===== src/rtl/sram_ctrl_pkg.sv =====
package sram_ctrl_pkg;

  function automatic int unsigned umax(input int unsigned a, input int unsigned b);
    return (a > b) ? a : b;
  endfunction

  // ceil(t/per), never below one cycle
  function automatic int unsigned ns2cyc(input int unsigned t_ns, input int unsigned per_ns);
    return umax(1, (t_ns + per_ns - 1) / per_ns);
  endfunction

endpackage


===== src/rtl/sram_ctrl_seq.sv =====
module sram_ctrl_seq #(
  parameter int unsigned CNT_W  = 5,
  parameter int unsigned WR_END = 17,
  parameter int unsigned WR_TOT = 18,
  parameter int unsigned RD_CAP = 17,
  parameter int unsigned RD_TOT = 18
) (
  input  logic             clk_i,
  input  logic             rst_ni,
  input  logic             req_valid_i,
  input  logic             req_we_i,
  output logic             ready_o,
  output logic             accept_o,
  output logic             busy_d_o,
  output logic             we_d_o,
  output logic [CNT_W-1:0] cnt_d_o,
  output logic             cap_en_o,
  output logic             done_o
);

  localparam logic [CNT_W-1:0] WR_LAST = CNT_W'(WR_TOT - 1);
  localparam logic [CNT_W-1:0] RD_LAST = CNT_W'(RD_TOT - 1);
  localparam logic [CNT_W-1:0] WR_END_C = CNT_W'(WR_END);
  localparam logic [CNT_W-1:0] RD_CAP_C = CNT_W'(RD_CAP);

  logic             busy_q, we_q, done_q;
  logic [CNT_W-1:0] cnt_q;
  logic [CNT_W-1:0] last;

  assign last     = we_q ? WR_LAST : RD_LAST;
  assign accept_o = req_valid_i && !busy_q;
  assign ready_o  = !busy_q;
  assign cap_en_o = busy_q && !we_q && (cnt_q == RD_CAP_C);
  assign done_o   = done_q;

  always_comb begin
    busy_d_o = busy_q;
    we_d_o   = we_q;
    cnt_d_o  = cnt_q;
    if (accept_o) begin
      busy_d_o = 1'b1;
      we_d_o   = req_we_i;
      cnt_d_o  = '0;
    end else if (busy_q) begin
      if (cnt_q == last) begin
        busy_d_o = 1'b0;
        cnt_d_o  = '0;
      end else begin
        cnt_d_o = cnt_q + 1'b1;
      end
    end
  end

  always_ff @(posedge clk_i or negedge rst_ni) begin
    if (!rst_ni) begin
      busy_q <= 1'b0;
      we_q   <= 1'b0;
      cnt_q  <= '0;
      done_q <= 1'b0;
    end else begin
      busy_q <= busy_d_o;
      we_q   <= we_d_o;
      cnt_q  <= cnt_d_o;
      done_q <= busy_q && (cnt_q == (we_q ? WR_END_C : RD_CAP_C));
    end
  end


  done_pulse_chk: assert property (@(posedge clk_i) disable iff (!rst_ni)
    done_q |=> !done_q);


  busy_hold_chk: assert property (@(posedge clk_i) disable iff (!rst_ni)
    (busy_q && cnt_q != last) |=> (busy_q && cnt_q == $past(cnt_q) + 1'b1));

endmodule


===== src/rtl/sram_ctrl_strobe.sv =====
module sram_ctrl_strobe #(
  parameter int unsigned CNT_W  = 5,
  parameter int unsigned AS     = 1,
  parameter int unsigned WLOW   = 16,
  parameter int unsigned TURN   = 7,
  parameter int unsigned WR_END = 17,
  parameter int unsigned RD_CAP = 17
) (
  input  logic             clk_i,
  input  logic             rst_ni,
  input  logic             busy_d_i,
  input  logic             we_d_i,
  input  logic [CNT_W-1:0] cnt_d_i,
  output logic             s1_no,
  output logic             s2_o,
  output logic             w_no,
  output logic             oe_no,
  output logic             dq_oe_o
);

  localparam logic [CNT_W-1:0] W_ON   = CNT_W'(AS);
  localparam logic [CNT_W-1:0] W_OFF  = CNT_W'(AS + WLOW);
  localparam logic [CNT_W-1:0] DQ_ON  = CNT_W'(AS + TURN);
  localparam logic [CNT_W-1:0] WEND_C = CNT_W'(WR_END);
  localparam logic [CNT_W-1:0] CAP_C  = CNT_W'(RD_CAP);

  logic sel_n, w_n, oe_n, dq_n;

  // strobes are decoded from next-state so every pin is a flop output
  always_comb begin
    sel_n = 1'b0;
    w_n   = 1'b0;
    oe_n  = 1'b0;
    dq_n  = 1'b0;
    if (busy_d_i) begin
      if (we_d_i) begin
        sel_n = (cnt_d_i <= WEND_C);
        w_n   = (cnt_d_i >= W_ON) && (cnt_d_i < W_OFF);
        dq_n  = (cnt_d_i >= DQ_ON) && (cnt_d_i <= WEND_C);
      end else begin
        sel_n = (cnt_d_i <= CAP_C);
        oe_n  = (cnt_d_i >= CNT_W'(1)) && (cnt_d_i <= CAP_C);
      end
    end
  end

  always_ff @(posedge clk_i or negedge rst_ni) begin
    if (!rst_ni) begin
      s1_no   <= 1'b1;
      s2_o    <= 1'b0;
      w_no    <= 1'b1;
      oe_no   <= 1'b1;
      dq_oe_o <= 1'b0;
    end else begin
      s1_no   <= !sel_n;
      s2_o    <= sel_n;
      w_no    <= !w_n;
      oe_no   <= !oe_n;
      dq_oe_o <= dq_n;
    end
  end


  sel_pair_chk: assert property (@(posedge clk_i) disable iff (!rst_ni)
    s1_no == !s2_o);


  w_in_select_chk: assert property (@(posedge clk_i) disable iff (!rst_ni)
    !w_no |-> (!s1_no && s2_o));


  no_oe_in_write_chk: assert property (@(posedge clk_i) disable iff (!rst_ni)
    !(!w_no && !oe_no));


  no_bus_fight_chk: assert property (@(posedge clk_i) disable iff (!rst_ni)
    !(dq_oe_o && !oe_no));


  release_before_oe_chk: assert property (@(posedge clk_i) disable iff (!rst_ni)
    $fell(oe_no) |-> !$past(dq_oe_o));

endmodule


===== src/rtl/sram_ctrl_datapath.sv =====
module sram_ctrl_datapath #(
  parameter int unsigned ADDR_W = 17,
  parameter int unsigned DATA_W = 8
) (
  input  logic              clk_i,
  input  logic              rst_ni,
  input  logic              accept_i,
  input  logic [ADDR_W-1:0] req_addr_i,
  input  logic [DATA_W-1:0] req_wdata_i,
  input  logic              cap_en_i,
  input  logic [DATA_W-1:0] ram_dq_i,
  output logic [ADDR_W-1:0] addr_o,
  output logic [DATA_W-1:0] wdata_o,
  output logic [DATA_W-1:0] rdata_o
);

  always_ff @(posedge clk_i or negedge rst_ni) begin
    if (!rst_ni) begin
      addr_o  <= '0;
      wdata_o <= '0;
      rdata_o <= '0;
    end else begin
      if (accept_i) begin
        addr_o  <= req_addr_i;
        wdata_o <= req_wdata_i;
      end
      if (cap_en_i) rdata_o <= ram_dq_i;
    end
  end


  rdata_hold_chk: assert property (@(posedge clk_i) disable iff (!rst_ni)
    !$past(cap_en_i) |-> $stable(rdata_o));

endmodule


===== src/rtl/sram_ctrl.sv =====
module sram_ctrl
  import sram_ctrl_pkg::*;
#(
  parameter int unsigned ADDR_W        = 17,
  parameter int unsigned DATA_W        = 8,
  parameter int unsigned CLK_PERIOD_NS = 4,
  parameter int unsigned T_RC_NS       = 70,
  parameter int unsigned T_AA_NS       = 70,
  parameter int unsigned T_OE_NS       = 35,
  parameter int unsigned T_WC_NS       = 70,
  parameter int unsigned T_WP_NS       = 55,
  parameter int unsigned T_AS_NS       = 0,
  parameter int unsigned T_CW_NS       = 65,
  parameter int unsigned T_DS_NS       = 30,
  parameter int unsigned T_BUS_OFF_NS  = 25
) (
  input  logic              clk_i,
  input  logic              rst_ni,
  input  logic              req_valid_i,
  output logic              req_ready_o,
  input  logic              req_we_i,
  input  logic [ADDR_W-1:0] req_addr_i,
  input  logic [DATA_W-1:0] req_wdata_i,
  output logic              rsp_done_o,
  output logic [DATA_W-1:0] rsp_rdata_o,
  output logic [ADDR_W-1:0] ram_addr_o,
  output logic              ram_s1_no,
  output logic              ram_s2_o,
  output logic              ram_w_no,
  output logic              ram_oe_no,
  output logic [DATA_W-1:0] ram_dq_o,
  output logic              ram_dq_oe_o,
  input  logic [DATA_W-1:0] ram_dq_i
);

  localparam int unsigned AS     = ns2cyc(T_AS_NS, CLK_PERIOD_NS);
  localparam int unsigned TURN   = ns2cyc(T_BUS_OFF_NS, CLK_PERIOD_NS);
  localparam int unsigned DS     = ns2cyc(T_DS_NS, CLK_PERIOD_NS);
  localparam int unsigned CW     = ns2cyc(T_CW_NS, CLK_PERIOD_NS);
  localparam int unsigned WLOW   = umax(umax(ns2cyc(T_WP_NS, CLK_PERIOD_NS), TURN + DS),
                                        (CW > AS) ? CW - AS : 1);
  localparam int unsigned WR_END = AS + WLOW;
  localparam int unsigned WR_TOT = umax(ns2cyc(T_WC_NS, CLK_PERIOD_NS), WR_END + 1);
  localparam int unsigned RD_CAP = umax(ns2cyc(T_AA_NS, CLK_PERIOD_NS) - 1,
                                        ns2cyc(T_OE_NS, CLK_PERIOD_NS));
  localparam int unsigned RD_TOT = umax(ns2cyc(T_RC_NS, CLK_PERIOD_NS), RD_CAP + 1);
  localparam int unsigned CNT_W  = $clog2(umax(WR_TOT, RD_TOT) + 1);

  logic             accept, busy_d, we_d, cap_en;
  logic [CNT_W-1:0] cnt_d;

  sram_ctrl_seq #(
    .CNT_W(CNT_W), .WR_END(WR_END), .WR_TOT(WR_TOT), .RD_CAP(RD_CAP), .RD_TOT(RD_TOT)
  ) u_seq (
    .clk_i      (clk_i),
    .rst_ni     (rst_ni),
    .req_valid_i(req_valid_i),
    .req_we_i   (req_we_i),
    .ready_o    (req_ready_o),
    .accept_o   (accept),
    .busy_d_o   (busy_d),
    .we_d_o     (we_d),
    .cnt_d_o    (cnt_d),
    .cap_en_o   (cap_en),
    .done_o     (rsp_done_o)
  );

  sram_ctrl_strobe #(
    .CNT_W(CNT_W), .AS(AS), .WLOW(WLOW), .TURN(TURN), .WR_END(WR_END), .RD_CAP(RD_CAP)
  ) u_strobe (
    .clk_i   (clk_i),
    .rst_ni  (rst_ni),
    .busy_d_i(busy_d),
    .we_d_i  (we_d),
    .cnt_d_i (cnt_d),
    .s1_no   (ram_s1_no),
    .s2_o    (ram_s2_o),
    .w_no    (ram_w_no),
    .oe_no   (ram_oe_no),
    .dq_oe_o (ram_dq_oe_o)
  );

  sram_ctrl_datapath #(
    .ADDR_W(ADDR_W), .DATA_W(DATA_W)
  ) u_dp (
    .clk_i      (clk_i),
    .rst_ni     (rst_ni),
    .accept_i   (accept),
    .req_addr_i (req_addr_i),
    .req_wdata_i(req_wdata_i),
    .cap_en_i   (cap_en),
    .ram_dq_i   (ram_dq_i),
    .addr_o     (ram_addr_o),
    .wdata_o    (ram_dq_o),
    .rdata_o    (rsp_rdata_o)
  );


  addr_stable_chk: assert property (@(posedge clk_i) disable iff (!rst_ni)
    (ram_s2_o && $past(ram_s2_o)) |-> $stable(ram_addr_o));


  idle_deselect_chk: assert property (@(posedge clk_i) disable iff (!rst_ni)
    req_ready_o |-> (ram_s1_no && !ram_s2_o));

endmodule


===== config.mk =====
export PLATFORM = sky130hd
export DESIGN_NAME = sram_ctrl
export DESIGN_NICKNAME = d
export VERILOG_FILES = /design/src/rtl/sram_ctrl_pkg.sv /design/src/rtl/sram_ctrl_seq.sv /design/src/rtl/sram_ctrl_strobe.sv /design/src/rtl/sram_ctrl_datapath.sv /design/src/rtl/sram_ctrl.sv
export SDC_FILE = /design/constraint.sdc
export NUM_CORES = 1
export LEC_CHECK = 0
export ABC_AREA = 1
export BUFFER_PORTS_ARGS = -buffer_cell sky130_fd_sc_hd__buf_2
export CAP_MARGIN = 40
export CORE_ASPECT_RATIO = 2
export CORE_UTILIZATION = 25
export CTS_BUF_LIST = sky130_fd_sc_hd__clkbuf_4 sky130_fd_sc_hd__clkbuf_8
export DETAILED_ROUTE_END_ITERATION = 16
export HOLD_SLACK_MARGIN = 0.05
export SKIP_LAST_GASP = 1
export SLEW_MARGIN = 25
export SYNTH_ARGS = -nofsm -noshare
export SYNTH_HDL_FRONTEND = slang
export SYNTH_SLANG_ARGS = --single-unit

===== constraint.sdc =====
create_clock -name clk_i -period 1.95 [get_ports clk_i]
set_input_delay 0.4875 -clock clk_i [delete_from_list [all_inputs] [get_ports clk_i]]
set_output_delay 0.4875 -clock clk_i [all_outputs]
set_load 0.01 [all_outputs]

== After elaboration in Yosys (flattened, before gate mapping) ==
Index checks and enable logic that the tools add are counted.

* Flip-flop bits (word level): 46
* Input port bits: 37
* Word-level logic and storage cells: 44
* Output and inout bits: 40

* Reductions and logical operators: 12
* Order comparisons: 4
* Add/subtract/negate cells: 1
* Equal/unequal tests: 1
* Mux-type cells: 14

{| class="wikitable"
|+ Operators by type and width
! cell !! number
|-
| $mux W5 || 3
|-
| $mux W1 || 11
|-
| $logic_and A1 B1 Y1 || 7
|-
| $add A5 B1 Y5 const B || 1
|-
| $eq A5 B5 Y1 const B || 1
|-
| $ge A5 B1 Y1 const B || 1
|-
| $ge A5 B4 Y1 const B || 1
|-
| $le A5 B5 Y1 const B || 1
|-
| $logic_not A1 Y1 || 5
|-
| $lt A5 B5 Y1 const B || 1
|}

== Depth between registers and ports, before layout ==
* Word-level depth: 9
* Depth in mapped cells: 12
* Depth with buffers taken out: 12

== By module ==
From an unflattened synthesis, not the netlist that was laid out.

* Cell total of the unflattened synthesis: 211
* Area total of the unflattened synthesis: 1884.3 um^2

{| class="wikitable"
|+ Modules (own cells, without submodules)
! module !! seq. area each (um^2) !! area each (um^2) !! cells each !! instances
|-
| sram_ctrl_datapath || 825.8 || 1270.0 || 140 || 1
|-
| sram_ctrl_seq || 200.2 || 394.1 || 48 || 1
|-
| sram_ctrl_strobe || 128.9 || 220.2 || 23 || 1
|}

== Least setup slack after synthesis ==
OpenSTA, ideal clock, no wires.

* Path type: reg-to-reg
* Start point: register u_seq.cnt_q[0]
* End point: register u_dp.rdata_o[1]
* Library setup time: 0.125 ns
* Period minus slack after synthesis: 1.413 ns
* Arrival time: 1.288 ns
* Path buffers: 0
* Data required time: 1.825 ns
* Stages on the path, launching flop included: 8
* Slack: 0.537 ns
* Cell sequence: dfrtp_1 ha_1 nand2_1 inv_1 nand3_1 inv_2 nand2_4 mux2_2

* Cells in the longest elaborated chain, start to end: 2

{| class="wikitable"
|+ Ends and longest elaborated chain
! element !! RTL line !! source
|-
| from (decl) || sram_ctrl_seq.sv:27 || <nowiki>logic [CNT_W-1:0] cnt_q;</nowiki>
|-
| from (signal assigned) || sram_ctrl_seq.sv:63 || <nowiki>cnt_q <= cnt_d_o;</nowiki>
|-
| $eq A5 B5 Y1 || sram_ctrl_seq.sv:33 || <nowiki>assign cap_en_o = busy_q && !we_q && (cnt_q == RD_CAP_C);</nowiki>
|-
| $logic_and A1 B1 Y1 || sram_ctrl_seq.sv:33 ||
|-
| to (signal assigned) || sram_ctrl_datapath.sv:27 || <nowiki>if (cap_en_i) rdata_o <= ram_dq_i;</nowiki>
|-
| to (decl) || sram_ctrl_datapath.sv:14 || <nowiki>output logic [DATA_W-1:0] rdata_o</nowiki>
|}

Every way passes these cells.
A chain may end at the register's enable or synchronous reset.

== Worst setup path in the final report ==
* Start point: register u_seq.cnt_q[0]
* End point: register u_dp.rdata_o[4]

The elaborated chain is that of the path after synthesis.

==> summary.txt <==
Hold path
  – Min-delay worst type: input pin to async pin

Clock network
  – Hold-fix buffers at CTS: 0
  – CTS root buf: sky130_fd_sc_hd__clkbuf_8
  – Deepest level of the CTS H-tree: 2
  – Post-cts gate resize count: 0
  – Clock latency on the worst-skew pair: 300 ps
  – Number of buffers created by CTS: 5
  – TritonCTS clock tree: done
  – CTS clock-pin slew for the worst setup and hold paths: 90 ps
  – Clock sinks: 46
  – Setup bufs post-CTS: 0
  – Buffer levels on the longest clock path: 2

Layout
  – Share of the core filled with cells: 34.9%
  – Fraction of layout instances using a drive strength above 1: roughly 58%
  – Count of inserted antenna diode cells: 0
  – Number of fillers in the final layout: 737
  – Footprint of the multi-input gates: 653 µm²
  – Filler-free cell count of the finished design: 327
  – Area growth from synthesis to layout: 34.2%
  – Design area: 0.00256 mm²
  – Number of nets in the layout: 273
  – Register cell area after layout: 0.00115 mm²

Logic synthesis
  – Number of unique standard cell types used by synthesis: 22
  – Synthesized area per cell: 12.6 µm²
  – Largest area contributor in the synthesized netlist: sky130_fd_sc_hd__dfrtp_1
  – Most used flip-flop cell after synthesis: sky130_fd_sc_hd__dfrtp_1
  – Post-synth top area share: 56.5%
  – Yosys warning count: 0
  – Synth Cell Area: between 0.0015 and 0.002 mm²
  – Synth top area cells: sky130_fd_sc_hd__dfrtp_1 (56%), sky130_fd_sc_hd__mux2_2 (19%), sky130_fd_sc_hd__dfstp_2 (4.1%), sky130_fd_sc_hd__nand2_1 (4.1%), sky130_fd_sc_hd__inv_1 (2.8%)
  – Commonest cells in the synthesized netlist: sky130_fd_sc_hd__dfrtp_1 (43), sky130_fd_sc_hd__mux2_2 (32), sky130_fd_sc_hd__nand2_1 (21), sky130_fd_sc_hd__inv_1 (14), sky130_fd_sc_hd__nor2_1 (10)
  – Sequential-to-total area share from yosys stat: 60.6%
  – Most instantiated library cell after synthesis: sky130_fd_sc_hd__dfrtp_1
  – Count of flip-flops with a built-in enable after synthesis: 0
  – Number of synthesized register bits: 46
  – Gate count of the mapped netlist: ~150
  – Mapped Nets: 190
  – Async S/R FF share, synth: 100%

Pwr
  – Share of total power consumed by net switching: 34.1%
  – Static Leakage: 1.35 nW
  – Maximum ir drop on the vdd rail: 0.503 mV
  – Share of total power in the clock network: 20.7%
  – Pwr Density: roughly 1600 mW/mm²
  – Combinational cell fraction of total power: 39.5%
  – Internal Power: approximately 2.8 mW
  – Sequential power share: 39.8%
  – Switching power: 1.43 mW

Floorplan
  – Area enclosed by the die boundary: 0.00800 mm²
  – Y dimension of the die: about 130 µm
  – Site row count: 44
  – Initial Utilization: 26.0%
  – Die X: 63.7 µm
  – Ports placed on the boundary: slightly below 80
  – Core Footprint: about 0.0073 mm²

Timing
  – RSZ-0062 raised after global routing: no
  – Tmin final: 1580 ps
  – Final setup violation count: 0
  – Hold Fails Final Rpt: 0
  – Worst Skew: 8.06 ps
  – Worst max-slew margin expressed relative to the limit: around two thirds
  – Share of the clock period used by the worst path: between 80% and 90%
  – Total negative setup slack: 0 ps
  – Slew at the pin closest to its max-slew limit: 524 ps
  – Final slew viol count: 0
  – Max Freq: ~630 MHz

Global route
  – Largest net degree at the start of global routing: 26
  – Number of antenna violations at the first check in global routing: 0
  – Global routing usage summed across all routing layers: between 10% and 20%
  – Wire length of the first global-routing pass: ~6800 µm
  – Overflow left after global routing: 0
  – Number of global-route vias before repair: 1464

Place
  – Area post-placement: 0.00241 mm²
  – # placed instances: 319
  – Final HPWL DP: roughly 3200 µm
  – Routability congestion estimate: 0.830
  – Number of buffer cells added on primary ports: 76

Route
  – First DRT Iteration DRCs: 58
  – Number of vias per cell: 4.19
  – Final routed wirelength across all metal layers: a little over 4000 µm
  – ANT nets after route: 0
  – Post-route DRC: 0
  – Number of detailed-routing iterations run before antenna repair: 4
  – Routed length per placed instance: 12.4 µm
  – Via count: 1369

Worst setup path
  – Largest stage delay on the critical path: about 440 ps
  – Worst-path fanout max: 8
  – Sequence of cells on the critical path: ha_1 > nand2_1 > inv_1 > nand3_1 > inv_2 > nand2_4 > mux2_2
  – Startpoint type of the worst setup path: register
  – Critical path required time: 2140 ps
  – Kind of critical path: register to register
  – Category of the worst setup path capture point: register
  – Data arrival, critical path: 1770 ps
  – CP max stage cell: sky130_fd_sc_hd__dfrtp_1

Run status
  – Status: finished, final reports clean

Flow run
  – Max capacitance violation total: 0
==> power groups by stage <==
stage	sequential [mW]	clock, mW	combinational, mW
after floorplan	1.85	0	0.872
after global placement	1.67	0	1.66
after detailed placement	1.69	0	1.69
after CTS	1.67	0.903	1.69
after global routing	1.73	0.937	1.86
final	1.66	0.866	1.65
==> registers in the layout (all words and copies together) (netlist names) <==
| signal | cells |
|---|---|
| u_dp.rdata_o | 8 |
| u_dp.wdata_o | 8 |
| u_strobe.w_no | 1 |
| u_dp.addr_o | 17 |
| u_strobe.s1_no | 1 |
| u_seq.done_o | 1 |
| u_seq.we_q | 1 |
| u_strobe.s2_o | 1 |
| u_strobe.dq_oe_o | 1 |
| u_strobe.oe_no | 1 |
| u_seq.cnt_q | 5 |
| u_seq.busy_q | 1 |
==> logic make-up (layout without fill, tap and decap cells) <==
group,Yosys count,count (layout),share of synthesized area [%]
AOI/OAI and AO/OA,6,6,2.69
adders and majority gates,2,2,1.31
DFF,46,46,60.6
muxes,33,33,19.5
and+or+nand+nor,44,44,10.8
buffers and inverters,20,104,5.12
==> worst max-delay path: cells and delay by family, from the launching register on <==
kind                       cells  cell delay [ps]
buffers and inverters          2              120
DFF                            1              440
muxes                          1              340
and+or+nand+nor                3              330
adders and majority gates      1              230
==> routing by layer <==
layer	track usage (%)	share of wire [%]
met4	8.56	4.3
met1	10.6	34
met3	2.01	3.7
met5	0	0
met2	21.0	58
==> final cells by class <==
type,count,area share [%]
clock buffers,6,3.23
clock inverters,2,2.35
inverters,17,2.50
multi-input cells,85,25.5
flip-flops and latches,46,45.2
well taps,92,4.50
repair buffers,79,16.7
==> worst paths after layout <==
path / startpoint / to / cells after the start / slack, ps
max in group asynchronous: rst_ni / u_strobe.w_no$_DFF_PN1_ / 2 / 1200
setup / recovery: u_seq.cnt_q[0]$_DFF_PN0_ / u_dp.rdata_o[4]$_DFFE_PN0P_ / 7 / 370
hold / removal: rst_ni / u_dp.addr_o[10]$_DFFE_PN0P_ / 1 / 150
min in group clk_i: ram_dq_i[0] / u_dp.rdata_o[0]$_DFFE_PN0P_ / 2 / 410
hold reg to reg: u_dp.rdata_o[0]$_DFFE_PN0P_ / u_dp.rdata_o[0]$_DFFE_PN0P_ / 1 / 500
setup reg to reg: u_seq.cnt_q[0]$_DFF_PN0_ / u_dp.rdata_o[4]$_DFFE_PN0P_ / 7 / 370
==> per-stage QoR <==
stage                     power (mW)  worst slack [ps]  hold slack, ps
after floorplan                 2.72               537             192
after global placement          3.34               390             472
after detailed placement        3.38               379             481
after CTS                       4.26               368             162
after global routing            4.53               170             179
final                           4.18               373             155
==> layout by cell type (no fill, tap or decap), drive strengths merged <==
cell type,instances
clkbuf,6
nor2,12
a21oi,2
nand3,6
dfstp,3
o21bai,1
nand2,26
dfrtp,43
o21ai,3
mux2,33
ha,2
inv,17
buf,79
bufinv,2
(Power assumes the default switching activity.)
